===== config.mk =====
export PLATFORM = sky130hd
export DESIGN_NAME = tick_chain_timer
export DESIGN_NICKNAME = d
export VERILOG_FILES = /design/src/rtl/tick_chain_pkg.sv /design/src/rtl/tick_chain_ctrl.sv /design/src/rtl/tick_chain_dp.sv /design/src/rtl/tick_chain_timer.sv
export SDC_FILE = /design/constraint.sdc
export NUM_CORES = 1
export LEC_CHECK = 0
export BUFFER_PORTS_ARGS = -buffer_cell sky130_fd_sc_hd__buf_2
export CELL_PAD_IN_SITES_DETAIL_PLACEMENT = 1
export CELL_PAD_IN_SITES_GLOBAL_PLACEMENT = 2
export CORE_AREA = 8 8 74 76
export DETAILED_ROUTE_END_ITERATION = 8
export DIE_AREA = 0 0 82 84
export PLACE_DENSITY_LB_ADDON = 0.1
export SLEW_MARGIN = 20
export SYNTH_ARGS = -nofsm -noshare
export SYNTH_HDL_FRONTEND = slang
export SYNTH_SLANG_ARGS = --single-unit

===== constraint.sdc =====
create_clock -name clk -period 2 [get_ports clk]
set_input_delay 0.2 -clock clk [delete_from_list [all_inputs] [get_ports clk]]
set_output_delay 0.2 -clock clk [all_outputs]
set_load 0.005 [all_outputs]

===== src/rtl/tick_chain_pkg.sv =====
package tick_chain_pkg;
  localparam int DATA_W  = 8;
  localparam int PR_W    = 3;
  localparam int ITE_BIT = 3;
  localparam int EN_BIT  = 4;
  localparam int CAS_BIT = 5;
  localparam int OVF_BIT = 7;

  typedef struct packed {
    logic cntLoad;   // software write to the counter
    logic cntInc;    // advance the counter by one
    logic ovfClear;  // control byte was read
  } strobe_t;
endpackage


===== src/rtl/tick_chain_ctrl.sv =====
module tick_chain_ctrl
  import tick_chain_pkg::*;
#(
  parameter int PSEL_W = PR_W
) (
  input  logic              clk,
  input  logic              rstN,
  input  logic              regWrEn,
  input  logic              regRdEn,
  input  logic              regSel,
  input  logic [CAS_BIT:0]  ctrlWrData,
  input  logic              carryIn,
  output strobe_t           strobe,
  output logic [PSEL_W-1:0] prSel,
  output logic              ite,
  output logic              enable,
  output logic              cascade
);
  localparam int PRESC_W = 1 << PSEL_W;

  logic [PRESC_W-1:0] presc;
  logic [PRESC_W-1:0] divTick;
  logic               prescTick;
  logic               ctrlWr;

  // One terminal-count decode per division setting
  for (genvar i = 0; i < PRESC_W; i++) begin : g_div
    assign divTick[i] = &presc[i:0];
  end

  assign prescTick = divTick[prSel];
  assign ctrlWr    = regWrEn && regSel;

  always_comb begin
    strobe.cntLoad  = regWrEn && !regSel;
    strobe.cntInc   = enable && (cascade ? carryIn : prescTick);
    strobe.ovfClear = regRdEn && regSel;
  end

  always_ff @(posedge clk or negedge rstN) begin
    if (!rstN) begin
      prSel   <= '0;
      ite     <= 1'b0;
      enable  <= 1'b0;
      cascade <= 1'b0;
    end else if (ctrlWr) begin
      prSel   <= ctrlWrData[PSEL_W-1:0];
      ite     <= ctrlWrData[ITE_BIT];
      enable  <= ctrlWrData[EN_BIT];
      cascade <= ctrlWrData[CAS_BIT];
    end
  end

  // Held at zero while stopped or cascaded, so each enable starts a full period
  always_ff @(posedge clk or negedge rstN) begin
    if (!rstN)                    presc <= '0;
    else if (enable && !cascade)  presc <= presc + 1'b1;
    else                          presc <= '0;
  end
endmodule


===== src/rtl/tick_chain_dp.sv =====
module tick_chain_dp
  import tick_chain_pkg::*;
#(
  parameter int CNT_W = DATA_W
) (
  input  logic             clk,
  input  logic             rstN,
  input  strobe_t          strobe,
  input  logic [CNT_W-1:0] loadValue,
  output logic [CNT_W-1:0] count,
  output logic             ovf
);
  logic wrap;

  assign wrap = strobe.cntInc && !strobe.cntLoad && (&count);

  always_ff @(posedge clk or negedge rstN) begin
    if (!rstN)               count <= '0;
    else if (strobe.cntLoad) count <= loadValue;
    else if (strobe.cntInc)  count <= count + 1'b1;
  end

  always_ff @(posedge clk or negedge rstN) begin
    if (!rstN)                ovf <= 1'b0;
    else if (wrap)            ovf <= 1'b1;
    else if (strobe.ovfClear) ovf <= 1'b0;
  end
endmodule


===== src/rtl/tick_chain_timer.sv =====
module tick_chain_timer
  import tick_chain_pkg::*;
(
  input  logic              clk,
  input  logic              rstN,
  input  logic              regWrEn,
  input  logic              regRdEn,
  input  logic              regSel,
  input  logic [DATA_W-1:0] regWrData,
  input  logic              carryIn,
  output logic [DATA_W-1:0] regRdData,
  output logic              irqOut
);
  strobe_t           strobe;
  logic [PR_W-1:0]   prSel;
  logic              ite;
  logic              enable;
  logic              cascade;
  logic [DATA_W-1:0] count;
  logic              ovf;
  logic [DATA_W-1:0] ctrlByte;

  tick_chain_ctrl #(.PSEL_W(PR_W)) u_ctrl (
    .clk        (clk),
    .rstN       (rstN),
    .regWrEn    (regWrEn),
    .regRdEn    (regRdEn),
    .regSel     (regSel),
    .ctrlWrData (regWrData[CAS_BIT:0]),
    .carryIn    (carryIn),
    .strobe     (strobe),
    .prSel      (prSel),
    .ite        (ite),
    .enable     (enable),
    .cascade    (cascade)
  );

  tick_chain_dp #(.CNT_W(DATA_W)) u_dp (
    .clk       (clk),
    .rstN      (rstN),
    .strobe    (strobe),
    .loadValue (regWrData),
    .count     (count),
    .ovf       (ovf)
  );

  always_comb begin
    ctrlByte             = '0;
    ctrlByte[PR_W-1:0]   = prSel;
    ctrlByte[ITE_BIT]    = ite;
    ctrlByte[EN_BIT]     = enable;
    ctrlByte[CAS_BIT]    = cascade;
    ctrlByte[OVF_BIT]    = ovf;
  end

  assign regRdData = regSel ? ctrlByte : count;
  assign irqOut    = ovf && ite;
endmodule


==> results of run 1 <==
report_power, final:
part	internal [mW]	switching, mW	total (mW)
combinational	0.181	0.173	0.354
clock	0.141	0.160	0.301
sequential	0.528	0.0793	0.608
total	0.851	0.412	1.26
per-layer routing:
layer,GRT usage [%],wire length [µm]
met1,14.1,1660
met3,2.69,194
met2,14.1,1440
met5,0,0
met4,2.88,38
critical path, delay by kind of cell, from the launching register on:
family	cells	cell delay, ps
adders and majority gates	2	300
xor gates and xnor gates	1	150
and+or+nand+nor	1	190
buffers and inverters	1	40
AOI/OAI and AO/OA	4	770
DFF	1	370
logic make-up (layout without fill, tap and decap cells):
family,Yosys count,in the layout,synth area share [%]
simple gates,48,48,18.3
flops,23,23,44.1
compound gates,19,19,12.5
mux,15,15,12.8
xor+xnor,11,11,7.38
fa+ha+maj,4,4,3.84
buf+inv,4,35,1.15
synth_stat cells (2+ instances only):
cell and n:
sky130_fd_sc_hd__o21ai_1 2, sky130_fd_sc_hd__o21ai_0 4, sky130_fd_sc_hd__xnor2_1 8, sky130_fd_sc_hd__clkbuf_1 2
sky130_fd_sc_hd__inv_1 2, sky130_fd_sc_hd__and2_1 5, sky130_fd_sc_hd__nor2_1 9, sky130_fd_sc_hd__nand2_1 16
sky130_fd_sc_hd__nand3_1 5, sky130_fd_sc_hd__mux2_2 13, sky130_fd_sc_hd__and3_1 3, sky130_fd_sc_hd__xor2_1 3
sky130_fd_sc_hd__dfrtp_1 23, sky130_fd_sc_hd__nor2b_1 4, sky130_fd_sc_hd__nand2b_1 3, sky130_fd_sc_hd__mux2i_1 2
sky130_fd_sc_hd__a21oi_1 5, sky130_fd_sc_hd__ha_1 4, sky130_fd_sc_hd__a211oi_2 2
sequential cells by signal (all words and copies together) (netlist names):
name / cells
u_ctrl.prSel: 3
u_dp.ovf: 1
u_dp.count: 8
u_ctrl.ite: 1
u_ctrl.presc: 8
u_ctrl.enable: 1
u_ctrl.cascade: 1
stage by stage:
stage               setup TNS [ps]  hold slack, ps
finish                           0             139
global route                  -121             164
CTS                              0             141
detailed placement               0             220
global placement                 0             222
floorplan                        0           -95.6
area by class of cell:
| class | count | share of cell area (%) |
|---|---|---|
| inverter | 2 | 0.464 |
| clock inverter | 1 | 0.464 |
| sequential | 23 | 35.5 |
| tap | 52 | 4.02 |
| multi-input combinational | 97 | 46.8 |
| clock buffer | 3 | 2.55 |
| timing repair buffer | 29 | 10.2 |
worst max-delay path by stage:
stage | endpoint | slack, ps | cells after the start
6_report | u_dp.count[7] | 70 | 9
5_1_grt | u_dp.count[7] | -90 | 9
4_1_cts | u_dp.count[5] | 7 | 9
3_5_place_dp | u_dp.count[5] | 30 | 9
3_3_place_gp | u_dp.count[5] | 100 | 9
2_1_floorplan | u_dp.count[5] | 120 | 9
timing repair:
item / in CTS / in global routing
hold endpoints to repair: 23 / 0
gates resized for setup: 0 / 10
pin swaps: 1 / 11
setup buffers: 0 / 1
endpoints found under the setup margin: 1 / 8
hold buffers: 1 / 0
==> impl_results.html, run 1 <==
<table>
<tr><th>Metric</th><th>Value</th></tr>
<tr><th colspan="2">Global routing</th></tr>
<tr><td>Total routing resource utilization after global routing</td><td>around a tenth</td></tr>
<tr><td>GR Overflow Total</td><td>0</td></tr>
<tr><td>Largest net degree at the start of global routing</td><td>24</td></tr>
<tr><td>Number of global-route vias before repair</td><td>around 1100</td></tr>
<tr><td>First-pass GRT wire length</td><td>roughly 5400 µm</td></tr>
<tr><td>Number of antenna violations at the first check in global routing</td><td>0</td></tr>
<tr><th colspan="2">Placement</th></tr>
<tr><td>Half-perimeter wire length after detailed placement</td><td>about 2600 µm</td></tr>
<tr><td>DP Worst Slack</td><td>about 32 ps</td></tr>
<tr><td>Post-place instance area</td><td>1510 µm²</td></tr>
<tr><td>GP Congestion</td><td>between 0.7 and 0.8</td></tr>
<tr><td>Number of port buffers</td><td>22</td></tr>
<tr><td>Placed cell count</td><td>about 200</td></tr>
<tr><th colspan="2">Logic synthesis</th></tr>
<tr><td>Share of the yosys chip area belonging to registers</td><td>about 44%</td></tr>
<tr><td>Post-synthesis async set-or-reset flop share</td><td>100%</td></tr>
<tr><td>Total number of yosys warnings</td><td>0</td></tr>
<tr><td>Primary flip-flop cell chosen by synthesis mapping</td><td>sky130_fd_sc_hd__dfrtp_1</td></tr>
<tr><td>Cell area after technology mapping</td><td>1310 µm²</td></tr>
<tr><td>Count of cell types in the netlist</td><td>28</td></tr>
<tr><td>Net count after synthesis</td><td>around 140</td></tr>
<tr><td>Library cell occupying the most area in the post-synthesis netlist</td><td>sky130_fd_sc_hd__dfrtp_1</td></tr>
<tr><td>Synth Instances</td><td>roughly 120</td></tr>
<tr><td>FF+latch count, synth</td><td>23</td></tr>
<tr><td>Avg Inst Size Synth</td><td>between 10 and 15 µm²</td></tr>
<tr><td>Top area cells in the synthesized netlist</td><td>sky130_fd_sc_hd__dfrtp_1 (44%), sky130_fd_sc_hd__mux2_2 (11%), sky130_fd_sc_hd__xnor2_1 (5.4%)</td></tr>
<tr><td>Area fraction of the dominant cell type after synthesis</td><td>between 40% and 50%</td></tr>
<tr><td>Post-synth EDFFs</td><td>0</td></tr>
<tr><th colspan="2">Critical path</th></tr>
<tr><td>Type of origin of the critical path</td><td>register</td></tr>
<tr><td>Data required, critical path</td><td>~2200 ps</td></tr>
<tr><td>Worst Path Arrival</td><td>around 2100 ps</td></tr>
<tr><td>Worst flop-to-flop path startpoint</td><td>u_ctrl.presc[0]</td></tr>
<tr><td>Worst Setup Path Type</td><td>register to register</td></tr>
<tr><td>Largest fanout on the critical path</td><td>7</td></tr>
<tr><td>Origin of the worst setup path</td><td>u_ctrl.presc[0]</td></tr>
<tr><td>Reg2reg setup slack</td><td>between 60 and 70 ps</td></tr>
<tr><td>Largest stage delay on the critical path</td><td>about 370 ps</td></tr>
<tr><td>Reg2Reg Capture Point</td><td>u_dp.count[7]</td></tr>
<tr><td>Crit. End Element</td><td>register</td></tr>
<tr><td>Highest-delay cell along the critical path</td><td>sky130_fd_sc_hd__dfrtp_1</td></tr>
<tr><td>Cells traversed along the worst timing path</td><td>ha_2 &gt; and3_4 &gt; ha_4 &gt; inv_2 &gt; a31oi_4 &gt; o2111ai_4 &gt; a211oi_2 &gt; xnor2_1 &gt; o21ai_1</td></tr>
<tr><td>Register-to-Register Path Depth</td><td>9</td></tr>
<tr><th colspan="2">Layout</th></tr>
<tr><td>Most frequent standard cell in the layout excluding fill and tap cells</td><td>sky130_fd_sc_hd__dfrtp_1</td></tr>
<tr><td>Multi-input combinational cell area</td><td>757 µm²</td></tr>
<tr><td>Fin area</td><td>1620 µm²</td></tr>
<tr><td>Number of nets in the layout</td><td>174</td></tr>
<tr><td>Non-Filler Instances</td><td>207</td></tr>
<tr><td>Number of diodes</td><td>0</td></tr>
<tr><td>Number of filler instances in the final layout</td><td>502</td></tr>
<tr><td>Highest-count cells in the layout ignoring fill and taps</td><td>sky130_fd_sc_hd__dfrtp_1 (23), sky130_fd_sc_hd__buf_2 (22), sky130_fd_sc_hd__nand2_1 (15)</td></tr>
<tr><td>Final cell utilization of the core</td><td>between 30% and 40%</td></tr>
<tr><td>P&amp;R area growth vs syn</td><td>24.1%</td></tr>
<tr><td>Fraction of final layout cells with drive strength greater than 1</td><td>about two fifths</td></tr>
<tr><td>Register Area</td><td>roughly 580 µm²</td></tr>
<tr><th colspan="2">Floorplanning</th></tr>
<tr><td>Horiz. Die Dim</td><td>around 82 µm</td></tr>
<tr><td>Total Die Area</td><td>6890 µm²</td></tr>
<tr><td>I/O pins</td><td>23</td></tr>
<tr><td>Vertical die dimension</td><td>around 84 µm</td></tr>
<tr><td>Starting density of the core</td><td>a little under a third</td></tr>
<tr><td>Area inside the core boundary</td><td>between 4000 and 5000 µm²</td></tr>
<tr><td>Floorplan row count</td><td>24</td></tr>
<tr><th colspan="2">Timing</th></tr>
<tr><td>Worst Max-Slew Pin Slew</td><td>532 ps</td></tr>
<tr><td>Setup repair after global routing missed its margin</td><td>true</td></tr>
<tr><td>Achievable clock frequency</td><td>around 520 MHz</td></tr>
<tr><td>Setup Viol. Count Final</td><td>0</td></tr>
<tr><td>Share of the cycle needed by the critical path after routing</td><td>around 97%</td></tr>
<tr><td>Max Transition Viols Final</td><td>0</td></tr>
<tr><td>Final count of hold timing violations</td><td>0</td></tr>
<tr><td>Shortest period the worst path allows</td><td>1930 ps</td></tr>
<tr><td>Slew headroom</td><td>approximately 65%</td></tr>
<tr><td>Min setup slack post-route</td><td>approximately 67 ps</td></tr>
<tr><td>Clock skew after layout</td><td>3.69 ps</td></tr>
<tr><th colspan="2">Power</th></tr>
<tr><td>IR Drop Worst-Case VDD</td><td>approximately 300 µV</td></tr>
<tr><td>Total power divided by cell area</td><td>around 780 nW/µm²</td></tr>
<tr><td>Total design power</td><td>between 1 and 1.5 mW</td></tr>
<tr><td>P_leak</td><td>a little under 0.7 nW</td></tr>
<tr><th colspan="2">Clock network</th></tr>
<tr><td>Number of buffers inserted during clock tree synthesis</td><td>3</td></tr>
<tr><td>Sink Count</td><td>23</td></tr>
<tr><td>CTS root buffer</td><td>sky130_fd_sc_hd__clkbuf_8</td></tr>
<tr><td>Clock transition time at the flip-flop clock pins of the worst setup and hold paths</td><td>roughly 90 ps</td></tr>
<tr><td>Buffers from clock root to sink, at most</td><td>2</td></tr>
<tr><td>Clock tree from TritonCTS</td><td>built</td></tr>
<tr><td>Clock network latency to the later pin of the worst-skew pair</td><td>between 200 and 300 ps</td></tr>
<tr><td>Maximum level of the CTS H-tree</td><td>1</td></tr>
<tr><th colspan="2">Route</th></tr>
<tr><td>1st-pass router iterations</td><td>4</td></tr>
<tr><td>Antenna viol nets, final</td><td>0</td></tr>
<tr><td>Via Count</td><td>between 900 and 1000</td></tr>
<tr><td>Avg Vias per Cell</td><td>a little under 5</td></tr>
<tr><td>Total Routed Length</td><td>about 3300 µm</td></tr>
<tr><td>Starting DRC count in detailed routing</td><td>25</td></tr>
<tr><td>Post-route DRC</td><td>0</td></tr>
<tr><td>Avg WL per Cell</td><td>roughly 16 µm</td></tr>
<tr><th colspan="2">Hold path</th></tr>
<tr><td>Worst hold endpoint</td><td>u_dp.count[6]</td></tr>
<tr><td>Count of cells along the worst hold path</td><td>3</td></tr>
<tr><td>Worst min-delay path class</td><td>input port to register</td></tr>
<tr><td>HP Start</td><td>regWrData[6]</td></tr>
<tr><th colspan="2">Outcome</th></tr>
<tr><td>Result of the run</td><td>finished clean</td></tr>
<tr><th colspan="2">Job</th></tr>
<tr><td>Max-cap viol count</td><td>0</td></tr>
</table>
Power figures use the tool's default switching activity.
==> run 2, diff against run 1 <==
Settings changed: CORE_AREA 8 8 74 76 to 2 2 68 70, DIE_AREA 0 0 82 84 to 0 0 70 72.
==> run 2 against run 1 <==
Net effect: fmax up 1.1%; clock skew down 1.1 ps; critical path depth unchanged.
==> impl_results.html, run 2 (same netlist as run 1, synthesis figures left out) <==
<table>
<tr><th>Metric</th><th>Value</th></tr>
<tr><th colspan="2">Floorplanning</th></tr>
<tr><td>I/O pins</td><td>23</td></tr>
<tr><td>Floorplan row count</td><td>24</td></tr>
<tr><td>Horiz. Die Dim</td><td>70 µm</td></tr>
<tr><td>Vertical die dimension</td><td>72 µm</td></tr>
<tr><td>Area inside the core boundary</td><td>approximately 4300 µm²</td></tr>
<tr><td>Total Die Area</td><td>between 5000 and 6000 µm²</td></tr>
<tr><td>Starting density of the core</td><td>between 30% and 40%</td></tr>
<tr><th colspan="2">Critical path</th></tr>
<tr><td>Type of origin of the critical path</td><td>register</td></tr>
<tr><td>Reg2Reg Capture Point</td><td>u_dp.count[7]</td></tr>
<tr><td>Largest fanout on the critical path</td><td>7</td></tr>
<tr><td>Worst setup path end</td><td>u_dp.count[7]</td></tr>
<tr><td>Data required, critical path</td><td>between 2000 and 2500 ps</td></tr>
<tr><td>Reg2reg setup slack</td><td>90 ps</td></tr>
<tr><td>Origin of the worst setup path</td><td>u_ctrl.presc[1]</td></tr>
<tr><td>Worst Setup Path Type</td><td>register to register</td></tr>
<tr><td>Register-to-Register Path Depth</td><td>9</td></tr>
<tr><td>Worst flop-to-flop path startpoint</td><td>u_ctrl.presc[1]</td></tr>
<tr><td>Worst Path Arrival</td><td>between 2000 and 2500 ps</td></tr>
<tr><td>Crit. End Element</td><td>register</td></tr>
<tr><th colspan="2">Clock network</th></tr>
<tr><td>Clock network latency to the later pin of the worst-skew pair</td><td>roughly 270 ps</td></tr>
<tr><td>CTS root buffer</td><td>sky130_fd_sc_hd__clkbuf_8</td></tr>
<tr><td>Clock tree from TritonCTS</td><td>built</td></tr>
<tr><td>Number of buffers inserted during clock tree synthesis</td><td>3</td></tr>
<tr><td>Maximum level of the CTS H-tree</td><td>1</td></tr>
<tr><td>Clock transition time at the flip-flop clock pins of the worst setup and hold paths</td><td>roughly 90 ps</td></tr>
<tr><td>Buffers from clock root to sink, at most</td><td>2</td></tr>
<tr><td>Sink Count</td><td>23</td></tr>
<tr><th colspan="2">Layout</th></tr>
<tr><td>Fraction of final layout cells with drive strength greater than 1</td><td>a little over a third</td></tr>
<tr><td>Number of nets in the layout</td><td>174</td></tr>
<tr><td>Final cell utilization of the core</td><td>37.6%</td></tr>
<tr><td>Largest registers</td><td>u_ctrl.presc x8, u_dp.count x8, u_ctrl.prSel x3</td></tr>
<tr><td>Number of filler instances in the final layout</td><td>507</td></tr>
<tr><td>Number of diodes</td><td>0</td></tr>
<tr><td>Highest-count cells in the layout ignoring fill and taps</td><td>sky130_fd_sc_hd__dfrtp_1 (23), sky130_fd_sc_hd__buf_2 (22), sky130_fd_sc_hd__nand2_1 (15)</td></tr>
<tr><td>P&amp;R area growth vs syn</td><td>23.0%</td></tr>
<tr><td>Most frequent standard cell in the layout excluding fill and tap cells</td><td>sky130_fd_sc_hd__dfrtp_1</td></tr>
<tr><th colspan="2">Route</th></tr>
<tr><td>Avg WL per Cell</td><td>15.3 µm</td></tr>
<tr><td>Total Routed Length</td><td>3160 µm</td></tr>
<tr><td>1st-pass router iterations</td><td>4</td></tr>
<tr><td>Post-route DRC</td><td>0</td></tr>
<tr><td>Via Count</td><td>982</td></tr>
<tr><td>Avg Vias per Cell</td><td>4.74</td></tr>
<tr><td>Antenna viol nets, final</td><td>0</td></tr>
<tr><td>Starting DRC count in detailed routing</td><td>21</td></tr>
<tr><th colspan="2">Hold path</th></tr>
<tr><td>Worst min-delay path class</td><td>input port to register</td></tr>
<tr><th colspan="2">Global routing</th></tr>
<tr><td>Largest net degree at the start of global routing</td><td>24</td></tr>
<tr><td>GR Overflow Total</td><td>0</td></tr>
<tr><td>Number of global-route vias before repair</td><td>1126</td></tr>
<tr><td>Total routing resource utilization after global routing</td><td>between 10% and 20%</td></tr>
<tr><td>Number of antenna violations at the first check in global routing</td><td>0</td></tr>
<tr><td>First-pass GRT wire length</td><td>approximately 5500 µm</td></tr>
<tr><th colspan="2">Outcome</th></tr>
<tr><td>Result of the run</td><td>finished clean</td></tr>
<tr><th colspan="2">Power</th></tr>
<tr><td>Total design power</td><td>~1.3 mW</td></tr>
<tr><td>Total power divided by cell area</td><td>slightly below 800 nW/µm²</td></tr>
<tr><td>IR Drop Worst-Case VDD</td><td>296 µV</td></tr>
<tr><td>P_leak</td><td>between 0.6 and 0.7 nW</td></tr>
<tr><th colspan="2">Timing</th></tr>
<tr><td>Achievable clock frequency</td><td>about 520 MHz</td></tr>
<tr><td>Max Transition Viols Final</td><td>0</td></tr>
<tr><td>Worst Max-Slew Pin Slew</td><td>536 ps</td></tr>
<tr><td>Setup repair after global routing missed its margin</td><td>true</td></tr>
<tr><td>Setup Viol. Count Final</td><td>0</td></tr>
<tr><td>Share of the cycle needed by the critical path after routing</td><td>95.6%</td></tr>
<tr><td>Clock skew after layout</td><td>2.59 ps</td></tr>
<tr><td>Shortest period the worst path allows</td><td>1910 ps</td></tr>
<tr><td>Final count of hold timing violations</td><td>0</td></tr>
<tr><td>Slew headroom</td><td>between 60% and 70%</td></tr>
<tr><th colspan="2">Placement</th></tr>
<tr><td>Half-perimeter wire length after detailed placement</td><td>~2400 µm</td></tr>
<tr><td>Number of port buffers</td><td>22</td></tr>
<tr><td>GP Congestion</td><td>0.768</td></tr>
<tr><th colspan="2">Job</th></tr>
<tr><td>Max-cap viol count</td><td>0</td></tr>
</table>
-- run 2: report_power, final --
group / internal, mW / leakage [nW] / switching [mW]
clock network: 0.139 / 0.0255 / 0.161
registers: 0.528 / 0.291 / 0.0822
logic: 0.182 / 0.378 / 0.166
total: 0.849 / 0.694 / 0.409
-- run 2: metal layers --
layer | track usage [%] | part of all wire [%] | vias up
li1 | - | - | 493
met1 | 19.0 | 51 | 463
met2 | 22.4 | 43 | 21
met3 | 2.64 | 4.1 | 5
met4 | 4.49 | 1.4 | 0
met5 | 0 | 0 | -
-- run 2: final cells by class --
cell class	instances	area (µm²)	area share, %
Clock buffer	3	41.3	2.57
Clock inverter	1	5.00	0.312
Inverter	2	7.51	0.468
Multi-Input combinational cell	97	746	46.5
Sequential cell	23	576	35.9
Tap cell	52	65.1	4.05
Timing Repair Buffer	29	165	10.3
-- run 2: worst max-delay path, cell delays in order, from the launching register on --
cell                        delay (ps)
sky130_fd_sc_hd__dfrtp_1           390
sky130_fd_sc_hd__ha_2              190
sky130_fd_sc_hd__and3_4            200
sky130_fd_sc_hd__ha_4              120
sky130_fd_sc_hd__inv_2              40
sky130_fd_sc_hd__a31oi_4           140
sky130_fd_sc_hd__o2111ai_4         200
sky130_fd_sc_hd__a211oi_2          290
sky130_fd_sc_hd__xnor2_1           150
sky130_fd_sc_hd__o21ai_1            90
-- run 2: stage by stage --
step | hold WS [ps] | TNS (ps) | instance area [µm²] | std cells | worst slack [ps]
after floorplan | -95.6 | 0 | 1310 | 124 | 120
after global placement | 219 | 0 | 1510 | 201 | 113
after detailed placement | 223 | 0 | 1510 | 201 | 17.0
after CTS | 135 | 0 | 1570 | 206 | 6.75
after global routing | 149 | -55.5 | 1610 | 207 | -55.5
final | 136 | 0 | 1610 | 207 | 88.3
-- run 2: how the worst min path moves through the flow --
stage	to	cells after the start	from
after global placement	u_ctrl.presc[6]	1	rstN
final	u_dp.count[6]	3	regWrData[6]
after global routing	u_dp.count[6]	3	regWrData[6]
after CTS	u_dp.count[6]	3	regWrData[6]
after detailed placement	u_ctrl.presc[7]	1	rstN
after floorplan	u_ctrl.cascade	0	rstN
-- run 2: what timing repair did --
| action | in CTS | in global routing |
|---|---|---|
| gates cloned | 0 | 0 |
| endpoints found under the hold margin | 23 | 0 |
| pin swaps | 1 | 7 |
| endpoints found under the setup margin | 1 | 9 |
| hold buffers | 1 | 0 |
| setup buffers | 0 | 1 |
| gates resized for setup | 0 | 9 |
==> run 3, diff against run 2 <==
Settings changed: GPL_TIMING_DRIVEN set to 0, RECOVER_POWER set to 25.
==> run 3 against run 2 <==
Net effect: highest routed layer unchanged; critical path type unchanged; first-iteration DRC count down 24%; clock-buffer cell count unchanged; cell area up 1.3%; flip-flop and latch count unchanged; via count up 3.6%.
==> impl_results.html, run 3 (same netlist as run 1, synthesis figures left out) <==
<table>
<tr><th>Metric</th><th>Value</th></tr>
<tr><th colspan="2">Layout</th></tr>
<tr><td>P&amp;R area growth vs syn</td><td>24.6%</td></tr>
<tr><td>Largest registers</td><td>u_ctrl.presc x8, u_dp.count x8, u_ctrl.prSel x3</td></tr>
<tr><td>Fraction of final layout cells with drive strength greater than 1</td><td>between 30% and 40%</td></tr>
<tr><td>Highest-count cells in the layout ignoring fill and taps</td><td>sky130_fd_sc_hd__dfrtp_1 (23), sky130_fd_sc_hd__buf_2 (21), sky130_fd_sc_hd__nand2_1 (15)</td></tr>
<tr><td>Number of filler instances in the final layout</td><td>491</td></tr>
<tr><td>Most frequent standard cell in the layout excluding fill and tap cells</td><td>sky130_fd_sc_hd__dfrtp_1</td></tr>
<tr><td>Final cell utilization of the core</td><td>38.1%</td></tr>
<tr><td>Number of diodes</td><td>0</td></tr>
<tr><td>Register Area</td><td>approximately 580 µm²</td></tr>
<tr><td>Number of nets in the layout</td><td>around 170</td></tr>
<tr><td>Multi-input combinational cell area</td><td>just under 800 µm²</td></tr>
<tr><td>Non-Filler Instances</td><td>roughly 210</td></tr>
<tr><th colspan="2">Global routing</th></tr>
<tr><td>GR Util met3</td><td>roughly 2.4%</td></tr>
<tr><td>First-pass GRT wire length</td><td>5330 µm</td></tr>
<tr><td>Number of antenna violations at the first check in global routing</td><td>0</td></tr>
<tr><td>Largest net degree at the start of global routing</td><td>24</td></tr>
<tr><td>Number of global-route vias before repair</td><td>around 1100</td></tr>
<tr><td>Met2 global-route usage</td><td>21.3%</td></tr>
<tr><td>Total routing resource utilization after global routing</td><td>a little over an eighth</td></tr>
<tr><td>Most used routing layer in global routing</td><td>met2</td></tr>
<tr><td>Global-route track usage on met1</td><td>between 10% and 20%</td></tr>
<tr><td>GR Overflow Total</td><td>0</td></tr>
<tr><th colspan="2">Floorplanning</th></tr>
<tr><td>Floorplan row count</td><td>24</td></tr>
<tr><td>Starting density of the core</td><td>a little over 30%</td></tr>
<tr><td>I/O pins</td><td>23</td></tr>
<tr><td>Vertical die dimension</td><td>approximately 72 µm</td></tr>
<tr><td>Horiz. Die Dim</td><td>70 µm</td></tr>
<tr><td>Area inside the core boundary</td><td>4260 µm²</td></tr>
<tr><td>Total Die Area</td><td>a little over 5000 µm²</td></tr>
<tr><th colspan="2">Critical path</th></tr>
<tr><td>Library cell appearing most often on the critical path</td><td>sky130_fd_sc_hd__ha_4</td></tr>
<tr><td>CP bufs+invs</td><td>1</td></tr>
<tr><td>Type of origin of the critical path</td><td>register</td></tr>
<tr><td>Highest-delay cell along the critical path</td><td>sky130_fd_sc_hd__dfrtp_1</td></tr>
<tr><td>Crit. End Element</td><td>register</td></tr>
<tr><td>Worst flop-to-flop path startpoint</td><td>u_ctrl.presc[1]</td></tr>
<tr><td>Worst Setup Path Type</td><td>register to register</td></tr>
<tr><td>Data required, critical path</td><td>~2200 ps</td></tr>
<tr><td>Cells traversed along the worst timing path</td><td>ha_4 &gt; and3_4 &gt; ha_4 &gt; inv_2 &gt; a31oi_4 &gt; o2111ai_4 &gt; a211oi_2 &gt; xnor2_1 &gt; o21ai_1</td></tr>
<tr><td>Largest fanout on the critical path</td><td>7</td></tr>
<tr><td>Largest stage delay on the critical path</td><td>between 400 and 500 ps</td></tr>
<tr><td>Origin of the worst setup path</td><td>u_ctrl.presc[1]</td></tr>
<tr><td>Worst Path Arrival</td><td>~2100 ps</td></tr>
<tr><td>Delay-heaviest family, CP</td><td>compound AO/OA/AOI/OAI gates</td></tr>
<tr><th colspan="2">Placement</th></tr>
<tr><td>Number of port buffers</td><td>22</td></tr>
<tr><td>Half-perimeter wire length after detailed placement</td><td>approximately 2400 µm</td></tr>
<tr><td>DP Worst Slack</td><td>-160 ps</td></tr>
<tr><td>Placed cell count</td><td>a little under 200</td></tr>
<tr><td>GP Congestion</td><td>about 0.75</td></tr>
<tr><th colspan="2">Timing</th></tr>
<tr><td>Shortest period the worst path allows</td><td>slightly below 2000 ps</td></tr>
<tr><td>Final count of hold timing violations</td><td>0</td></tr>
<tr><td>Achievable clock frequency</td><td>506 MHz</td></tr>
<tr><td>Setup Viol. Count Final</td><td>0</td></tr>
<tr><td>Max Transition Viols Final</td><td>0</td></tr>
<tr><td>Setup repair after global routing missed its margin</td><td>true</td></tr>
<tr><td>Share of the cycle needed by the critical path after routing</td><td>between 90 and 100%</td></tr>
<tr><td>Aggregate negative setup slack</td><td>0 ps</td></tr>
<tr><td>Clock skew after layout</td><td>2.46 ps</td></tr>
<tr><td>Min setup slack post-route</td><td>between 20 and 25 ps</td></tr>
<tr><td>Worst Max-Slew Pin Slew</td><td>1300 ps</td></tr>
<tr><td>Slew headroom</td><td>between 10 and 15%</td></tr>
<tr><th colspan="2">Job</th></tr>
<tr><td>Max-cap viol count</td><td>0</td></tr>
<tr><th colspan="2">Route</th></tr>
<tr><td>Avg WL per Cell</td><td>15.5 µm</td></tr>
<tr><td>1st-pass router iterations</td><td>4</td></tr>
<tr><td>Total Routed Length</td><td>between 3000 and 4000 µm</td></tr>
<tr><td>Starting DRC count in detailed routing</td><td>16</td></tr>
<tr><td>Post-route DRC</td><td>0</td></tr>
<tr><td>Antenna viol nets, final</td><td>0</td></tr>
<tr><td>Avg Vias per Cell</td><td>around 4.9</td></tr>
<tr><td>Via Count</td><td>around 1000</td></tr>
<tr><th colspan="2">Power</th></tr>
<tr><td>Total power divided by cell area</td><td>slightly below 800 nW/µm²</td></tr>
<tr><td>IR Drop Worst-Case VDD</td><td>245 µV</td></tr>
<tr><td>P_leak</td><td>0.678 nW</td></tr>
<tr><th colspan="2">Outcome</th></tr>
<tr><td>Result of the run</td><td>finished clean</td></tr>
<tr><th colspan="2">Clock network</th></tr>
<tr><td>Maximum level of the CTS H-tree</td><td>1</td></tr>
<tr><td>Clock network latency to the later pin of the worst-skew pair</td><td>between 200 and 300 ps</td></tr>
<tr><td>CTS root buffer</td><td>sky130_fd_sc_hd__clkbuf_8</td></tr>
<tr><td>Buffers from clock root to sink, at most</td><td>2</td></tr>
<tr><td>Number of buffers inserted during clock tree synthesis</td><td>3</td></tr>
<tr><td>Clock transition time at the flip-flop clock pins of the worst setup and hold paths</td><td>~90 ps</td></tr>
<tr><td>Sink Count</td><td>23</td></tr>
<tr><td>Clock tree from TritonCTS</td><td>built</td></tr>
<tr><th colspan="2">Hold path</th></tr>
<tr><td>Worst min-delay path class</td><td>input port to register</td></tr>
<tr><td>HP Start</td><td>regWrData[7]</td></tr>
</table>
## run 3: changes by cell type in the layout (fill, tap and decap cells not counted)
cell | previous run | this run
sky130_fd_sc_hd__buf_4 | 6 | 2
sky130_fd_sc_hd__clkbuf_1 | 0 | 3
sky130_fd_sc_hd__a21oi_1 | 5 | 3
sky130_fd_sc_hd__a21oi_2 | 0 | 2
sky130_fd_sc_hd__ha_4 | 1 | 3
sky130_fd_sc_hd__a21boi_1 | 1 | 0
sky130_fd_sc_hd__a21boi_2 | 0 | 1
sky130_fd_sc_hd__buf_2 | 22 | 21
sky130_fd_sc_hd__buf_6 | 0 | 1
sky130_fd_sc_hd__ha_1 | 2 | 1
sky130_fd_sc_hd__ha_2 | 1 | 0
## run 3: path summary, 6_finish.rpt
path                              endpoint  slack, ps  cells past startpoint
hold / removal               u_dp.count[7]        140                      3
setup / recovery             u_dp.count[7]         20                      9
max in group asynchronous  u_ctrl.prSel[2]        500                      2
hold reg to reg                   u_dp.ovf        540                      1
min in group asynchronous  u_ctrl.presc[6]        740                      2
setup reg to reg             u_dp.count[7]         20                      9
## run 3: power by group
group	switching (mW)	internal, mW
sequential	0.0860	0.528
clock	0.158	0.139
combinational	0.162	0.175
total	0.407	0.842
## run 3: final cells by class
type	instances	area share (%)
flip-flops and latches	23	35.4
repair buffers	26	8.92
clock buffers	3	2.54
inverters	2	0.462
plain buffers	2	0.462
clock inverters	1	0.308
well taps	52	4.00
multi-input cells	97	47.9
## run 3: tightest hold or removal path, cell delays in order
cell                      delay [ps]
sky130_fd_sc_hd__buf_2            70
sky130_fd_sc_hd__nand2_1          40
sky130_fd_sc_hd__o21ai_1          60
## run 3: stage by stage
| stage | hold WS, ps | area [µm²] | total power, mW |
|---|---|---|---|
| floorplan | -95.6 | 1310 | 0.817 |
| global placement | 217 | 1480 | 0.930 |
| detailed placement | 231 | 1480 | 0.941 |
| CTS | 138 | 1560 | 1.26 |
| global route | 161 | 1630 | 1.34 |
| finish | 138 | 1630 | 1.25 |
## run 3: timing repair
action,4_1_cts,5_1_grt
pin swaps,3,10
endpoints found under the hold margin,23,0
setup endpoints to repair,9,7
setup buffers,1,2
resized for setup,4,12
hold buffers,1,0
cloned,0,0
## run 3: metal layers
metal / wire, µm / up-vias
met5: 0 / -
met4: 31 / 0
met3: 118 / 2
met2: 1430 / 20
met1: 1610 / 502
li1: - / 493
